## src/rtl/rpr_pkg.sv

```systemverilog
package rpr_pkg;
  typedef enum logic [2:0] {
    OP_AEOI_OFF = 3'b000,
    OP_NS_EOI   = 3'b001,
    OP_NOP      = 3'b010,
    OP_SP_EOI   = 3'b011,
    OP_AEOI_ON  = 3'b100,
    OP_ROT_NS   = 3'b101,
    OP_SET_BOT  = 3'b110,
    OP_ROT_SP   = 3'b111
  } rpr_op_e;
endpackage

```

## src/rtl/rpr_ring_pick.sv

```systemverilog
module rpr_ring_pick #(
  parameter int LVL_W = 3,
  localparam int NLVL = 1 << LVL_W
) (
  input  logic [NLVL-1:0]  vec,
  input  logic [LVL_W-1:0] bottom,
  output logic             hit,
  output logic [LVL_W-1:0] lvl,
  output logic [LVL_W-1:0] rank
);
  // Scan from the lowest rank upward; the last match written is the top-ranked one.
  always_comb begin
    hit  = 1'b0;
    lvl  = '0;
    rank = '0;
    for (int r = NLVL - 1; r >= 0; r--) begin
      if (vec[bottom + LVL_W'(1) + LVL_W'(r)]) begin
        hit  = 1'b1;
        rank = LVL_W'(r);
        lvl  = bottom + LVL_W'(1) + LVL_W'(r);
      end
    end
  end
endmodule

```

## src/rtl/rpr_cmd_decode.sv

```systemverilog
module rpr_cmd_decode #(
  parameter int LVL_W = 3,
  localparam int NLVL = 1 << LVL_W
) (
  input  logic             we,
  input  logic [7:0]       data,
  input  logic             top_hit,
  input  logic [LVL_W-1:0] top_lvl,
  output logic [NLVL-1:0]  isr_clr,
  output logic             bot_ld,
  output logic [LVL_W-1:0] bot_val,
  output logic             aeoi_on,
  output logic             aeoi_off
);
  import rpr_pkg::*;
  rpr_op_e          op;
  logic [LVL_W-1:0] named;

  assign op    = rpr_op_e'(data[7:5]);
  assign named = data[LVL_W-1:0];

  always_comb begin
    isr_clr  = '0;
    bot_ld   = 1'b0;
    bot_val  = named;
    aeoi_on  = 1'b0;
    aeoi_off = 1'b0;
    if (we) begin
      unique case (op)
        OP_NS_EOI:   if (top_hit) isr_clr[top_lvl] = 1'b1;
        OP_SP_EOI:   isr_clr[named] = 1'b1;
        OP_ROT_NS: begin
          if (top_hit) begin
            isr_clr[top_lvl] = 1'b1;
            bot_ld           = 1'b1;
            bot_val          = top_lvl;
          end
        end
        OP_ROT_SP: begin
          isr_clr[named] = 1'b1;
          bot_ld         = 1'b1;
        end
        OP_SET_BOT:  bot_ld   = 1'b1;
        OP_AEOI_ON:  aeoi_on  = 1'b1;
        OP_AEOI_OFF: aeoi_off = 1'b1;
        default: ;
      endcase
    end
  end

  // a command that names a level clears exactly that in-service bit
  always_comb begin
    if (we && data[6] && data[5]) assert (isr_clr == (NLVL'(1) << named));
  end
endmodule

```

## src/rtl/rot_prio_resolver.sv

```systemverilog
module rot_prio_resolver #(
  parameter int LVL_W = 3,
  localparam int NLVL = 1 << LVL_W
) (
  input  logic             clk,
  input  logic             rst_n,
  input  logic [NLVL-1:0]  irq_req,
  input  logic [NLVL-1:0]  irq_mask,
  input  logic             cmd_we,
  input  logic [7:0]       cmd_data,
  input  logic             ack,
  input  logic             nest_sp,
  output logic             int_out,
  output logic [LVL_W-1:0] win_level,
  output logic [NLVL-1:0]  isr
);
  logic [NLVL-1:0]  req_d, irr_q, isr_q;
  logic [LVL_W-1:0] bot_q;
  logic             aeoi_q;

  logic             pend_hit, top_hit;
  logic [LVL_W-1:0] pend_lvl, pend_rank, top_lvl, top_rank;
  logic [NLVL-1:0]  isr_clr, ack_bit;
  logic             bot_ld, aeoi_on, aeoi_off, ack_ok;
  logic [LVL_W-1:0] bot_val;

  rpr_ring_pick #(.LVL_W(LVL_W)) u_pend (
    .vec(irr_q & ~irq_mask), .bottom(bot_q),
    .hit(pend_hit), .lvl(pend_lvl), .rank(pend_rank));

  rpr_ring_pick #(.LVL_W(LVL_W)) u_serv (
    .vec(isr_q), .bottom(bot_q),
    .hit(top_hit), .lvl(top_lvl), .rank(top_rank));

  rpr_cmd_decode #(.LVL_W(LVL_W)) u_cmd (
    .we(cmd_we), .data(cmd_data), .top_hit(top_hit), .top_lvl(top_lvl),
    .isr_clr(isr_clr), .bot_ld(bot_ld), .bot_val(bot_val),
    .aeoi_on(aeoi_on), .aeoi_off(aeoi_off));

  always_comb begin
    if (!pend_hit)    int_out = 1'b0;
    else if (!top_hit) int_out = 1'b1;
    else if (nest_sp) int_out = (pend_rank <= top_rank);
    else              int_out = (pend_rank <  top_rank);
  end

  assign win_level = pend_lvl;
  assign isr       = isr_q;
  assign ack_ok    = ack && int_out;
  assign ack_bit   = ack_ok ? (NLVL'(1) << pend_lvl) : '0;

  always_ff @(posedge clk) begin
    if (!rst_n) begin
      req_d  <= '0;
      irr_q  <= '0;
      isr_q  <= '0;
      bot_q  <= '1;
      aeoi_q <= 1'b0;
    end else begin
      req_d <= irq_req;
      irr_q <= (irr_q & ~ack_bit) | (irq_req & ~req_d);
      isr_q <= (isr_q | (aeoi_q ? '0 : ack_bit)) & ~isr_clr;
      if (bot_ld)                bot_q <= bot_val;
      else if (ack_ok && aeoi_q) bot_q <= pend_lvl;
      if (aeoi_on)       aeoi_q <= 1'b1;
      else if (aeoi_off) aeoi_q <= 1'b0;
    end
  end

  p_reset_clear_r1: assert property (@(posedge clk)
    !rst_n |=> (isr_q == '0) && (irr_q == '0) && (bot_q == '1));

  p_winner_pending_r2: assert property (@(posedge clk) disable iff (!rst_n)
    int_out |-> irr_q[win_level] && !irq_mask[win_level]);

  p_nested_block_r3: assert property (@(posedge clk) disable iff (!rst_n)
    (int_out && !nest_sp) |-> !isr_q[win_level]);

  p_ack_sets_r4: assert property (@(posedge clk) disable iff (!rst_n)
    (ack && int_out && !aeoi_q && !cmd_we) |=> isr_q[$past(win_level)]);

  p_ns_eoi_one_r5: assert property (@(posedge clk) disable iff (!rst_n)
    (cmd_we && cmd_data[7:5] == 3'b001 && isr_q != '0 && !ack)
      |=> $countones(isr_q) == $countones($past(isr_q)) - 1);

  p_set_bot_r8: assert property (@(posedge clk) disable iff (!rst_n)
    (cmd_we && cmd_data[7:5] == 3'b110 && !ack)
      |=> (bot_q == $past(cmd_data[LVL_W-1:0])) && $stable(isr_q));

  p_aeoi_noset_r10: assert property (@(posedge clk) disable iff (!rst_n)
    (ack && aeoi_q && !cmd_we) |=> $stable(isr_q));
endmodule

```

## config.mk

```make
export PLATFORM = sky130hd
export DESIGN_NAME = rot_prio_resolver
export DESIGN_NICKNAME = d
export VERILOG_FILES = /design/src/rtl/rpr_pkg.sv /design/src/rtl/rpr_ring_pick.sv /design/src/rtl/rpr_cmd_decode.sv /design/src/rtl/rot_prio_resolver.sv
export SDC_FILE = /design/constraint.sdc
export NUM_CORES = 1
export LEC_CHECK = 0
export ABC_AREA = 1
export BUFFER_PORTS_ARGS = -buffer_cell sky130_fd_sc_hd__clkbuf_2
export CAP_MARGIN = 20
export CORE_ASPECT_RATIO = 1.2
export CORE_MARGIN = 3
export CORE_UTILIZATION = 60
export DETAILED_ROUTE_END_ITERATION = 10
export HOLD_SLACK_MARGIN = 0.1
export PLACE_DENSITY = 0.92
export SYNTH_ARGS = -nofsm -noshare
export SYNTH_HDL_FRONTEND = slang
export SYNTH_SLANG_ARGS = --single-unit
```

## constraint.sdc

```tcl
create_clock -name clk -period 7.3 [get_ports clk]
set_clock_uncertainty 0.05 [all_clocks]
set_input_delay 0.73 -clock clk [delete_from_list [all_inputs] [get_ports clk]]
set_output_delay 0.73 -clock clk [all_outputs]
set_load 0.01 [all_outputs]
```

Word-level counts from Yosys, hierarchy flattened
Cells that the tools add are included.

Flip-flop bits (word level): 28. Input bits: 29. Output and inout port bits: 12. Word-level logic and storage cells: 160.

Add/sub/neg operators: 8. $lt $le $gt $ge: 14. Equality and inequality tests: 6. Shift-type cells: 1. Muxes and demuxes: 106. Bitwise operators: 10. Reductions and logical operators: 10.

Operator list (number): 3-bit two-way mux (37); 1-bit binary-select mux with 3-bit select (16); 1-bit two-way mux (45); 3-bit by 4-bit < comparator with 1-bit output (second input constant) (10); 8-bit AND (4); 8-bit two-way mux (4); 8-bit NOT (4); 8-bit OR (2); 8-bit one-hot mux with 2 select lines (1); 3-bit adder (second input constant) (4); 3-bit == test (second input constant) (4); 1-bit by 3-bit left shift with 8-bit output (first input constant) (1); 3-bit by 1-bit adder with 3-bit output (second input constant) (2); 3-bit by 2-bit adder with 3-bit output (second input constant) (2); 1-bit demux with 3-bit select (2); 3-bit by 1-bit >= comparator with 1-bit output (second input constant) (2); 2-bit OR reduction (3); 1-bit logical AND (4); 2-bit nonzero test (2); 3-bit by 1-bit == test with 1-bit output (second input constant) (1); 3-bit by 2-bit == test with 1-bit output (second input constant) (1); 3-bit <= comparator (1); 3-bit zero test (1); 3-bit < comparator (1); 1-bit one-hot mux with 2 select lines (1).

Longest topological paths before layout
Gate-level depths: netlist (run 1).

Depth in word-level cells: 21. Mapped depth: 27.

Modules after synthesis
Synthesis (run 1) repeated with hierarchy kept, for this count alone.

Cell total of the unflattened synthesis: 629. Area, all modules: 3291.9 um^2.

Modules (own cells, without submodules): rpr_ring_pick (instances 2, cells an instance 195, area each 879.6 um^2, sequential area each 0.0 um^2); rot_prio_resolver (instances 1, cells an instance 175, area each 1252.5 um^2, sequential area each 560.5 um^2); rpr_cmd_decode (instances 1, cells an instance 64, area each 280.3 um^2, sequential area each 0.0 um^2).

Least setup slack after synthesis (run 1)
No wires, ideal clock.

Path kind: flip-flop to output port. Start point: register bot_q[0]. End point: output int_out. Arrival time: 2.737 ns. Data required time: 6.520 ns. Slack: 3.783 ns. Cell stages (with the launch flop): 21. Buffers on the path: 2. Cell sequence: dfxtp_1 inv_2 buf_6 ha_1 buf_6 inv_4 nand2_1 nand2_2 nand3_2 and2_1 nand2_2 nand2_4 inv_2 nand2_2 nor3_1 ha_1 a21oi_1 o21ai_0 nand3_2 nand2_1 inv_1.

Word-level cells in the longest chain between the ends: 16. Elaborated cells between the ends (all ways): 77. Those cells by class: add/sub (8); order compare (2); mux (67).

RTL lines: from (decl) (line rot_prio_resolver.sv:18) `logic [LVL_W-1:0] bot_q;`; from (signal assigned) (line rot_prio_resolver.sv:63) `if (bot_ld) bot_q <= bot_val;`; from (signal assigned) (line rot_prio_resolver.sv:64) `else if (ack_ok && aeoi_q) bot_q <= pend_lvl;`; 3-bit by 1-bit adder with 3-bit output (*) (line rpr_ring_pick.sv:17) `if (vec[bottom + LVL_W'(1) + LVL_W'(r)]) begin`; 3-bit adder (line rpr_ring_pick.sv:17); 1-bit binary-select mux with 3-bit select (line rpr_ring_pick.sv:17); 1-bit two-way mux (implied by the code) (line rpr_ring_pick.sv:17); 3-bit two-way mux (8 in a row) (line rpr_ring_pick.sv:17); 3-bit < comparator or 3-bit <= comparator (tied branches) (line rot_prio_resolver.sv:44, rot_prio_resolver.sv:43); 1-bit two-way mux (line rot_prio_resolver.sv:43) `else if (nest_sp) int_out = (pend_rank <= top_rank);`; 1-bit two-way mux (line rot_prio_resolver.sv:42) `else if (!top_hit) int_out = 1'b1;`; 1-bit two-way mux (*) (line rot_prio_resolver.sv:41) `if (!pend_hit) int_out = 1'b0;`; to (decl) (line rot_prio_resolver.sv:13) `output logic int_out,`.

Every way passes the cells marked *; elsewhere a longest branch is shown, timed or not. The select of a mux whose other input is x is not followed.

Worst setup path after layout (run 1)
Same ends and word-level chain as after synthesis.

==> flow_summary.yaml, run 1 <==
worst_setup_path:
  critPathCaptureType: "output port"
  crit_path_end: "int_out"
  r2r_end: "isr[5]"
  rr_worst_depth: 25
  critPathArrivalTime_ns: 4.13
  crit_path_top_delay_cell: "ha_1"
  worst_setup_path_startpoint: "bot_q[0]"
  path_class: "register to output port"
  start_kind: "register"
  r2r_slack_ns: 2.87
  path_buf_inv: 6
  required_ns: 6.52
  path_depth: 22
  cp_top_family: "simple AND/OR/NAND/NOR gates"
  r2r-start: "bot_q[0]"
  path_max_fanout: 24
  crit_chain: "buf_4 -> inv_2 -> ha_1 -> inv_4 -> nand2_1 -> nand2_4 -> nand3_1 -> nand3_1 -> nand2_2 -> inv_2 -> nand2_1 -> nand2_1 -> nand2_1 -> nand2_1 -> nand2_1 -> nand2_1 -> ha_1 -> o21ai_0 -> nand3_2 -> nand2_1 -> inv_1 -> clkbuf_2"
  critical_path.most_common_cell: "nand2_1"
  slowest_delay_ns: 0.83
sta:
  max_freq_ghz: 0.204
  maxSlewViolCount: 0
  fin_crit_sh: 0.672
  setup_viol: 0
  fin_tns_setup_ns: 0
  worst_slew_pin_slew_ns: 0.713
  rsz0062_at_grt: "no"
  slew_headroom: 0.525
  post-route-min-period_ns: 4.91
  hold_viol_final: 0
grt:
  grt_pass1_vias: 3255
  grt_max_degree: 29
  antenna_found_initial: 0
  overflow: 0
  gr-usage-all-layers: 0.274
  grt_pass1_wl_um: 13900
floorplanning:
  die_h_um: 84.7
  core_area_um2: 4970
  initial_core_util: 0.622
  dieArea_um2: 6060
  dieWidth_um: 71.6
  io_pins: 41
  row_count: 28
clock_tree:
  hold_buffers: 0
  numCtsBuffers: 3
  cts_tree: "yes"
  cts_sinks: 28
  clockBufferDepth: 2
  htreeDepth: 1
  cts_setup_buffers: 0
  clk_latency_ns: 0.28
  post_cts_resized: 0
  cts_root_buf: "clkbuf_8"
  clkTransAtPathRegs_ns: 0.09
synth:
  synth_edf_count: 0
  async_flop_share: 0
  synth_area_um2: 3100
  synth_nets: 558
  yosysWarnings: 0
  synth_ff_type: "dfxtp_1"
  ys_ff_latch: 28
  seq_area_frac_synth: 0.181
  synth_cell_type_count: 34
  syn_avg_cell_area_um2: 5.91
  syn_inst: 524
routing:
  via_per_inst: 5.59
  drcViolationCount: 0
  met2WireLength_um: 3910
  top_layer_used: "met4"
  first_iter_violations: 272
  met3WireLength_um: 458
  drt-pass1-iter-count: 5
  wl_um: 7800
  vias: 3430
  wl_met1_um: 3190
  wire_per_inst_um: 12.7
  antenna_left: 0
final_layout:
  nFillCells: 437
  area_growth_pct: 7.43
  antenna_cells: 0
  final_nets: 589
  drive_above_1_share: 0.258
place:
  io_buffers: 38
  detailed_place_hpwl_um: 6320
  place.gp.congestion: 0.934
run_status:
  status: "finished, final reports clean"
worst_hold_path:
  hold_depth: 1
  hold_path.class: "register to register"
run:
  drv_cap: 0
==> layout by cell type (no fill, tap or decap), drive strengths merged <==
master	count
buf	1
clkbuf	41
o211ai	3
nand3	87
and2	1
a21oi	15
nand2	235
nor2	31
dfxtp	28
a21boi	1
o22ai	6
ha	5
inv	69
o21ai	17
clkinv	1
nor3	2
nand4	6
bufinv	1
o2111ai	2
a31oi	2
==> flip-flops by register name, indices dropped and copies added (netlist names) <==
register / cells
irr_q: 8
isr: 8
req_d: 8
bot_q: 3
aeoi_q: 1
==> cells in the mapped netlist, drive strengths merged (2+ instances only) <==
master | instances | area [µm²]
buf | 10 | 103
a21oi | 15 | 90.1
nor3 | 2 | 15.0
inv | 69 | 264
nand4 | 6 | 43.8
nand3 | 87 | 573
dfxtp | 28 | 561
clkbuf | 3 | 11.3
nor2 | 31 | 164
o211ai | 3 | 22.5
o21ai | 17 | 85.1
nand2 | 235 | 1020
o22ai | 6 | 37.5
a31oi | 2 | 12.5
o2111ai | 2 | 17.5
ha | 5 | 62.6
==> worst reg2reg max path: stages (launching register included) <==
cell and delay [ns]:
dfxtp_1 0.32, buf_4 0.30, inv_2 0.27, ha_1 0.83, inv_4 0.20, nand2_1 0.17, nand2_4 0.15, nand3_1 0.14
nand3_1 0.12, nand2_2 0.15, inv_2 0.06, nand2_1 0.06, nand2_1 0.05, nand2_1 0.05, nand2_1 0.04, nand2_1 0.11
nand2_1 0.10, ha_1 0.29, nand4_1 0.10, nand3_2 0.12, nand3_4 0.12, nor2_4 0.19, inv_2 0.07, nor2_2 0.16
a21oi_1 0.10, nor2_2 0.07
==> worst min path at each step <==
stage             start  endpoint
2_1_floorplan  req_d[0]  irr_q[0]
3_3_place_gp   req_d[0]  irr_q[0]
3_5_place_dp   req_d[4]  irr_q[4]
4_1_cts        req_d[4]  irr_q[4]
5_1_grt        req_d[4]  irr_q[4]
6_report       req_d[4]  irr_q[4]
==> through the flow <==
stage               hold WS, ns  instance area, µm²  worst slack, ns  utilization  std cells
finish                    0.367                3330             2.39        0.669        614
global route              0.375                3330             2.04        0.669        614
CTS                       0.369                3330             2.43        0.669        614
detailed placement        0.356                3260             2.74        0.654        610
global placement          0.342                3260             2.80        0.654        610
floorplan                 0.339                3100             3.78            -        524
==> layout make-up <==
cell class	count	area, µm²	area share
Clock buffer	3	41.3	0.0124
Sequential cell	28	561	0.168
Timing Repair Buffer	39	198	0.0594
Tap cell	60	75.1	0.0226
Multi-Input combinational cell	413	2150	0.648
Inverter	70	268	0.0805
Clock inverter	1	30.0	0.00903
==> per-layer routing <==
metal	vias up	GRT usage
li1	1726	-
met1	1535	0.347
met2	142	0.470
met3	27	0.0228
met4	0	0.115
met5	-	0
==> cells by family after synthesis <==
group,synth area share
and+or+nand+nor,0.587
adders and majority gates,0.0202
AOI/OAI and AO/OA,0.0881
buffers and inverters,0.123
DFF,0.181
Power of run 1 is left out: the tool's default activity adds up to more than one toggle a clock period on the data nets, which glitch-free logic cannot reach.
==> run 2: changes to the inputs <==
Settings changed: CORE_UTILIZATION 60 to 53, PLACE_DENSITY 0.92 to 0.87.
Clock period 7.3 ns to 4.5 ns, I/O delays scaled along.
==> run 2 against run 1 <==
  * Sequential cell count is the same
  * Final cell count grew 2.9%
  * Via count is 0.58% lower
  * Die area grew 12%
  * First-iteration DRC count is 10% lower
  * Sequential share of layout area shrank 0.14 points
==> flow_summary.yaml, run 2 (synthesis gave the netlist of run 1 again) <==
run_status:
  status: "finished, final reports clean"
final_layout:
  final_common_cell: "nand2_1"
  nFillCells: 516
  fin_util: 0.612
  seq_area_um2: 561
  multi_input_area_um2: 2150
  layout_common_cells: "193 x nand2_1, 61 x nand3_1, 52 x inv_1, 38 x clkbuf_2, 36 x nand2_2"
  drive_above_1_share: 0.259
  antenna_cells: 0
  final_nets: 590
  area_growth_pct: 8.36
sta:
  hold_slack_ns: 0.317
  worst_slew_pin_slew_ns: 0.525
  fin_crit_sh: 0.907
  post-route-min-period_ns: 4.08
  maxSlewViolCount: 0
  fin_tns_setup_ns: 0
  slew_headroom: 0.650
  setup_viol: 0
  hold_viol_final: 0
  rsz0062_at_grt: "no"
  max_freq_ghz: 0.245
routing:
  wl_um: 7870
  via_per_inst: 5.40
  wire_per_inst_um: 12.5
  first_iter_violations: 244
  drcViolationCount: 0
  antenna_left: 0
  drt-pass1-iter-count: 5
  vias: 3410
worst_setup_path:
  start_kind: "register"
  path_max_fanout: 22
  critPathCaptureType: "output port"
  path_class: "register to output port"
  required_ns: 4.00
  critPathArrivalTime_ns: 3.58
clock_tree:
  clkTransAtPathRegs_ns: 0.09
  cts_root_buf: "clkbuf_8"
  clk_latency_ns: 0.27
  cts_tree: "yes"
  post_cts_resized: 0
  htreeDepth: 1
  cts_setup_buffers: 0
  clockBufferDepth: 2
  hold_buffers: 0
  numCtsBuffers: 3
  cts_sinks: 28
grt:
  met2_usage: 0.413
  grtUsageMet1: 0.326
  grt_pass1_wl_um: 13800
  grt_max_degree: 29
  grt_pass1_vias: 3227
  overflow: 0
  antenna_found_initial: 0
  busiest_layer: "met2"
  gr-usage-met3: 0.0123
  gr-usage-all-layers: 0.245
place:
  detailed_place_hpwl_um: 6440
  place.gp.congestion: 0.937
  io_buffers: 38
floorplanning:
  row_count: 29
  dieArea_um2: 6800
  die_h_um: 89.7
  core_area_um2: 5480
  initial_core_util: 0.565
  dieWidth_um: 75.8
  io_pins: 41
run:
  drv_cap: 0
worst_hold_path:
  hold_path.class: "input port to register"
## run 2: worst paths after layout
| check | endpoint | startpoint | slack (ns) | depth (start not counted) |
|---|---|---|---|---|
| max | int_out | bot_q[0] | 0.42 | 19 |
| min | req_d[4] | irq_req[4] | 0.32 | 3 |
| max reg2reg | isr[5] | bot_q[0] | 0.55 | 22 |
| min reg2reg | irr_q[4] | req_d[4] | 0.37 | 1 |
## run 2: critical path, cell delays in order (launching register included)
cell and delay (ns):
dfxtp_1 0.33, inv_2 0.32, ha_1 0.45, inv_4 0.22, nand2_1 0.11, nand2_4 0.19, nand3_2 0.10, and2_1 0.18
nand2_2 0.09, nand2_4 0.07, inv_2 0.07, nand2_2 0.06, nor3_1 0.23, ha_1 0.29, a21oi_1 0.13, o21ai_0 0.11
nand3_2 0.12, nand2_1 0.05, inv_1 0.05, clkbuf_2 0.12
## run 2: metal layers
layer / vias to the layer above / wire, µm
li1: 1734 / -
met1: 1538 / 3390
met2: 116 / 3910
met3: 22 / 389
met4: 0 / 178
met5: - / 0
## run 2: through the flow
stage | setup slack [ns] | cells | area [µm²]
global route | 0.0332 | 632 | 3360
global placement | 0.711 | 628 | 3280
detailed placement | 0.621 | 628 | 3280
CTS | 0.418 | 632 | 3360
floorplan | 1.20 | 524 | 3100
finish | 0.419 | 632 | 3360
## run 2: final cells by class
| type | instances | area share |
|---|---|---|
| Clock buffer | 3 | 0.0123 |
| Clock inverter | 1 | 0.00895 |
| Inverter | 70 | 0.0798 |
| Multi-Input combinational cell | 413 | 0.642 |
| Sequential cell | 28 | 0.167 |
| Tap cell | 77 | 0.0287 |
| Timing Repair Buffer | 40 | 0.0611 |
Power of run 2 is left out for the same reason.
==> run 3: changes to the inputs <==
Settings changed: ABC_AREA 1 to default, CORE_UTILIZATION 53 to 54, PLACE_DENSITY 0.87 to 0.88.
==> run 3 against run 2 <==
  * Synthesized area grew 11%
  * Final cell count down 16%
  * Critical path depth shrank 1
  * Hold slack better by 0.0063 ns
  * Global-route usage rose by 2.3 points
  * Synthesized cell count decreased by 23%
  * Critical endpoint is now irr_q[5]
  * Maximum frequency is 6.3% lower
  * Largest cell class unchanged
  * Setup slack got worse by 0.27 ns
  * Die area up 8.3%
  * Non-clock buffer count rose by 26
  * Count of clock-buffer cells in the layout is the same
  * Sequential share of layout area fell by 2.5 points
==> flow_summary.yaml, run 3 <==
sta:
  maxSlewViolCount: 0
  worst_slew_pin_slew_ns: 0.706
  hold_viol_final: 0
  fin_crit_sh: 0.968
  fin_tns_setup_ns: 0
  max_freq_ghz: 0.230
  post-route-min-period_ns: 4.36
  slew_headroom: 0.523
  hold_slack_ns: 0.323
  setup_ws_ns: 0.145
  setup_viol: 0
floorplanning:
  initial_core_util: 0.564
  dieArea_um2: 7360
  core_area_um2: 6090
  die_h_um: 93.4
  row_count: 31
  io_pins: 41
  dieWidth_um: 78.8
routing:
  via_per_inst: 6.85
  vias: 3635
  wire_per_inst_um: 18.9
  drcViolationCount: 0
  first_iter_violations: 421
  antenna_left: 0
  drt-pass1-iter-count: 7
  wl_um: 10000
worst_hold_path:
  min_from: "irq_req[4]"
  hold_path.class: "input port to register"
  hold_depth: 3
  min_to: "req_d[4]"
place:
  place_inst: 526
  pre_cts_slack_ns: -0.113
  postPlaceCellArea_um2: 3800
  place.gp.congestion: 1.00
  detailed_place_hpwl_um: 7570
  io_buffers: 38
final_layout:
  final_common_cell: "clkbuf_2"
  fin_area_um2: 3970
  final_nets: 484
  area_growth_pct: 15.4
  nFillCells: 489
  antenna_cells: 0
  layout_common_cells: "38 x clkbuf_2, 32 x nor2_1, 27 x dfxtp_1, 26 x nand2_1, 25 x buf_4"
  final_cells: 531
  drive_above_1_share: 0.274
  fin_util: 0.651
synth:
  synth_nets: 436
  yosysWarnings: 0
  synth_cell_type_count: 77
  seq_area_frac_synth: 0.163
  synth_most_common_cell: "nor2_1"
  synth_ff_type: "dfxtp_1"
  yosys-top-cells-area: "dfxtp_1 16%, mux4_2 12%, mux2i_1 5.8%"
  async_flop_share: 0
  synth_top_area_cell: "dfxtp_1"
  syn_inst: 402
  synth_edf_count: 0
  syn_avg_cell_area_um2: 8.55
  synth_area_um2: 3440
  ys_ff_latch: 28
  synth_top_area_frac: 0.163
  synth_common_cells: "33 x nor2_1, 28 x dfxtp_1, 26 x nand2_1"
power_and_ir_drop:
  cellLeakagePower_nw: 1.63
  powerDensity_nw_per_um2: 722
  ir_drop_v: 0.000490
  power_mw: 2.87
clock_tree:
  cts_root_buf: "clkbuf_8"
  clk_latency_ns: 0.28
  clockBufferDepth: 2
  clkTransAtPathRegs_ns: 0.09
  hold_buffers: 0
  cts_tree: "yes"
  htreeDepth: 1
  cts_sinks: 28
  numCtsBuffers: 3
worst_setup_path:
  r2r_end: "irr_q[5]"
  path_max_fanout: 31
  critPathArrivalTime_ns: 4.47
  start_kind: "register"
  worst_setup_path_startpoint: "bot_q[0]"
  required_ns: 4.61
  rr_worst_depth: 18
  path_class: "register to register"
  critPathCaptureType: "register"
  r2r-start: "bot_q[0]"
  r2r_slack_ns: 0.14
grt:
  grt_max_degree: 32
  grt_pass1_vias: 3457
  antenna_found_initial: 0
  gr-usage-all-layers: 0.267
  overflow: 0
  grt_pass1_wl_um: 16200
run_status:
  status: "finished, final reports clean"
run:
  drv_cap: 0
-- run 3: cell types whose count changed in the layout (fill, tap and decap cells not counted), sizes merged, moves of 10 or more --
cell | previous run | this run
nand2 | 235 | 26
nand3 | 87 | 6
inv | 69 | 19
buf | 2 | 28
mux2i | 0 | 21
mux4 | 0 | 18
nor4 | 0 | 14
nand2b | 0 | 12
and2 | 1 | 11
nor2b | 0 | 10
-- run 3: critical path: stages (launching register included) --
cell      delay, ns
dfxtp_2        0.36
buf_8          0.24
ha_2           0.29
xor2_2         0.24
mux4_2         0.36
a211o_1        0.34
a211oi_2       0.26
nor2_1         0.06
o21ai_0        0.25
ha_1           0.20
inv_1          0.04
a21o_1         0.16
a21oi_1        0.18
a41oi_2        0.08
a221oi_4       0.36
nand3_1        0.24
nor4_2         0.27
buf_4          0.18
o22ai_1        0.08
-- run 3: final cells by class --
class / count / area, µm² / area share
well taps: 82 / 103 / 0.0259
flip-flops and latches: 28 / 562 / 0.142
clock inverters: 1 / 30.0 / 0.00757
inverters: 20 / 75.1 / 0.0189
clock buffers: 3 / 41.3 / 0.0104
repair buffers: 66 / 424 / 0.107
multi-input cells: 331 / 2730 / 0.689
-- run 3: kinds of logic (layout without fill, tap and decap cells) --
| kind of cell | Yosys count | in the layout | share of synthesized area |
|---|---|---|---|
| AO/OA/AOI/OAI | 114 | 114 | 0.244 |
| AND/OR/NAND/NOR | 160 | 160 | 0.278 |
| flip-flops | 28 | 28 | 0.163 |
| buffers and inverters | 43 | 90 | 0.0597 |
| XOR/XNOR | 7 | 7 | 0.0368 |
| multiplexers | 45 | 45 | 0.200 |
| adder cells (fa/ha/maj) | 5 | 5 | 0.0182 |
-- run 3: where the power goes --
part           internal [mW]  switching (mW)  leakage [nW]  total [mW]
combinational           1.03            1.28          1.36        2.32
clock                  0.119          0.0763        0.0357       0.195
sequential             0.290          0.0627         0.231       0.353
total                   1.44            1.42          1.63        2.87
-- run 3: repair_timing --
action | 4_1_cts | 5_1_grt
pin swaps | 0 | 1
resized for setup | 5 | 12
hold endpoints to repair | 0 | 0
endpoints found under the setup margin | 12 | 18
buffers inserted | 0 | 1
-- run 3: per-layer routing --
metal  GRT usage  vias to the layer above  share of wire
li1            -                     1670              -
met1       0.339                     1677           0.38
met2       0.465                      243           0.49
met3      0.0145                       45          0.081
met4       0.123                        0          0.041
met5           0                        -              0
-- run 3: worst max path at each step --
| stage | to | slack, ns | depth (start not counted) |
|---|---|---|---|
| 2_1_floorplan | irr_q[3] | 0.09 | 16 |
| 3_3_place_gp | isr[2] | 0.04 | 18 |
| 3_5_place_dp | isr[2] | -0.11 | 18 |
| 4_1_cts | int_out | 0.03 | 16 |
| 5_1_grt | irr_q[5] | -0.08 | 18 |
| 6_report | irr_q[5] | 0.14 | 18 |
Note: power is estimated with default switching activity, not from simulation.
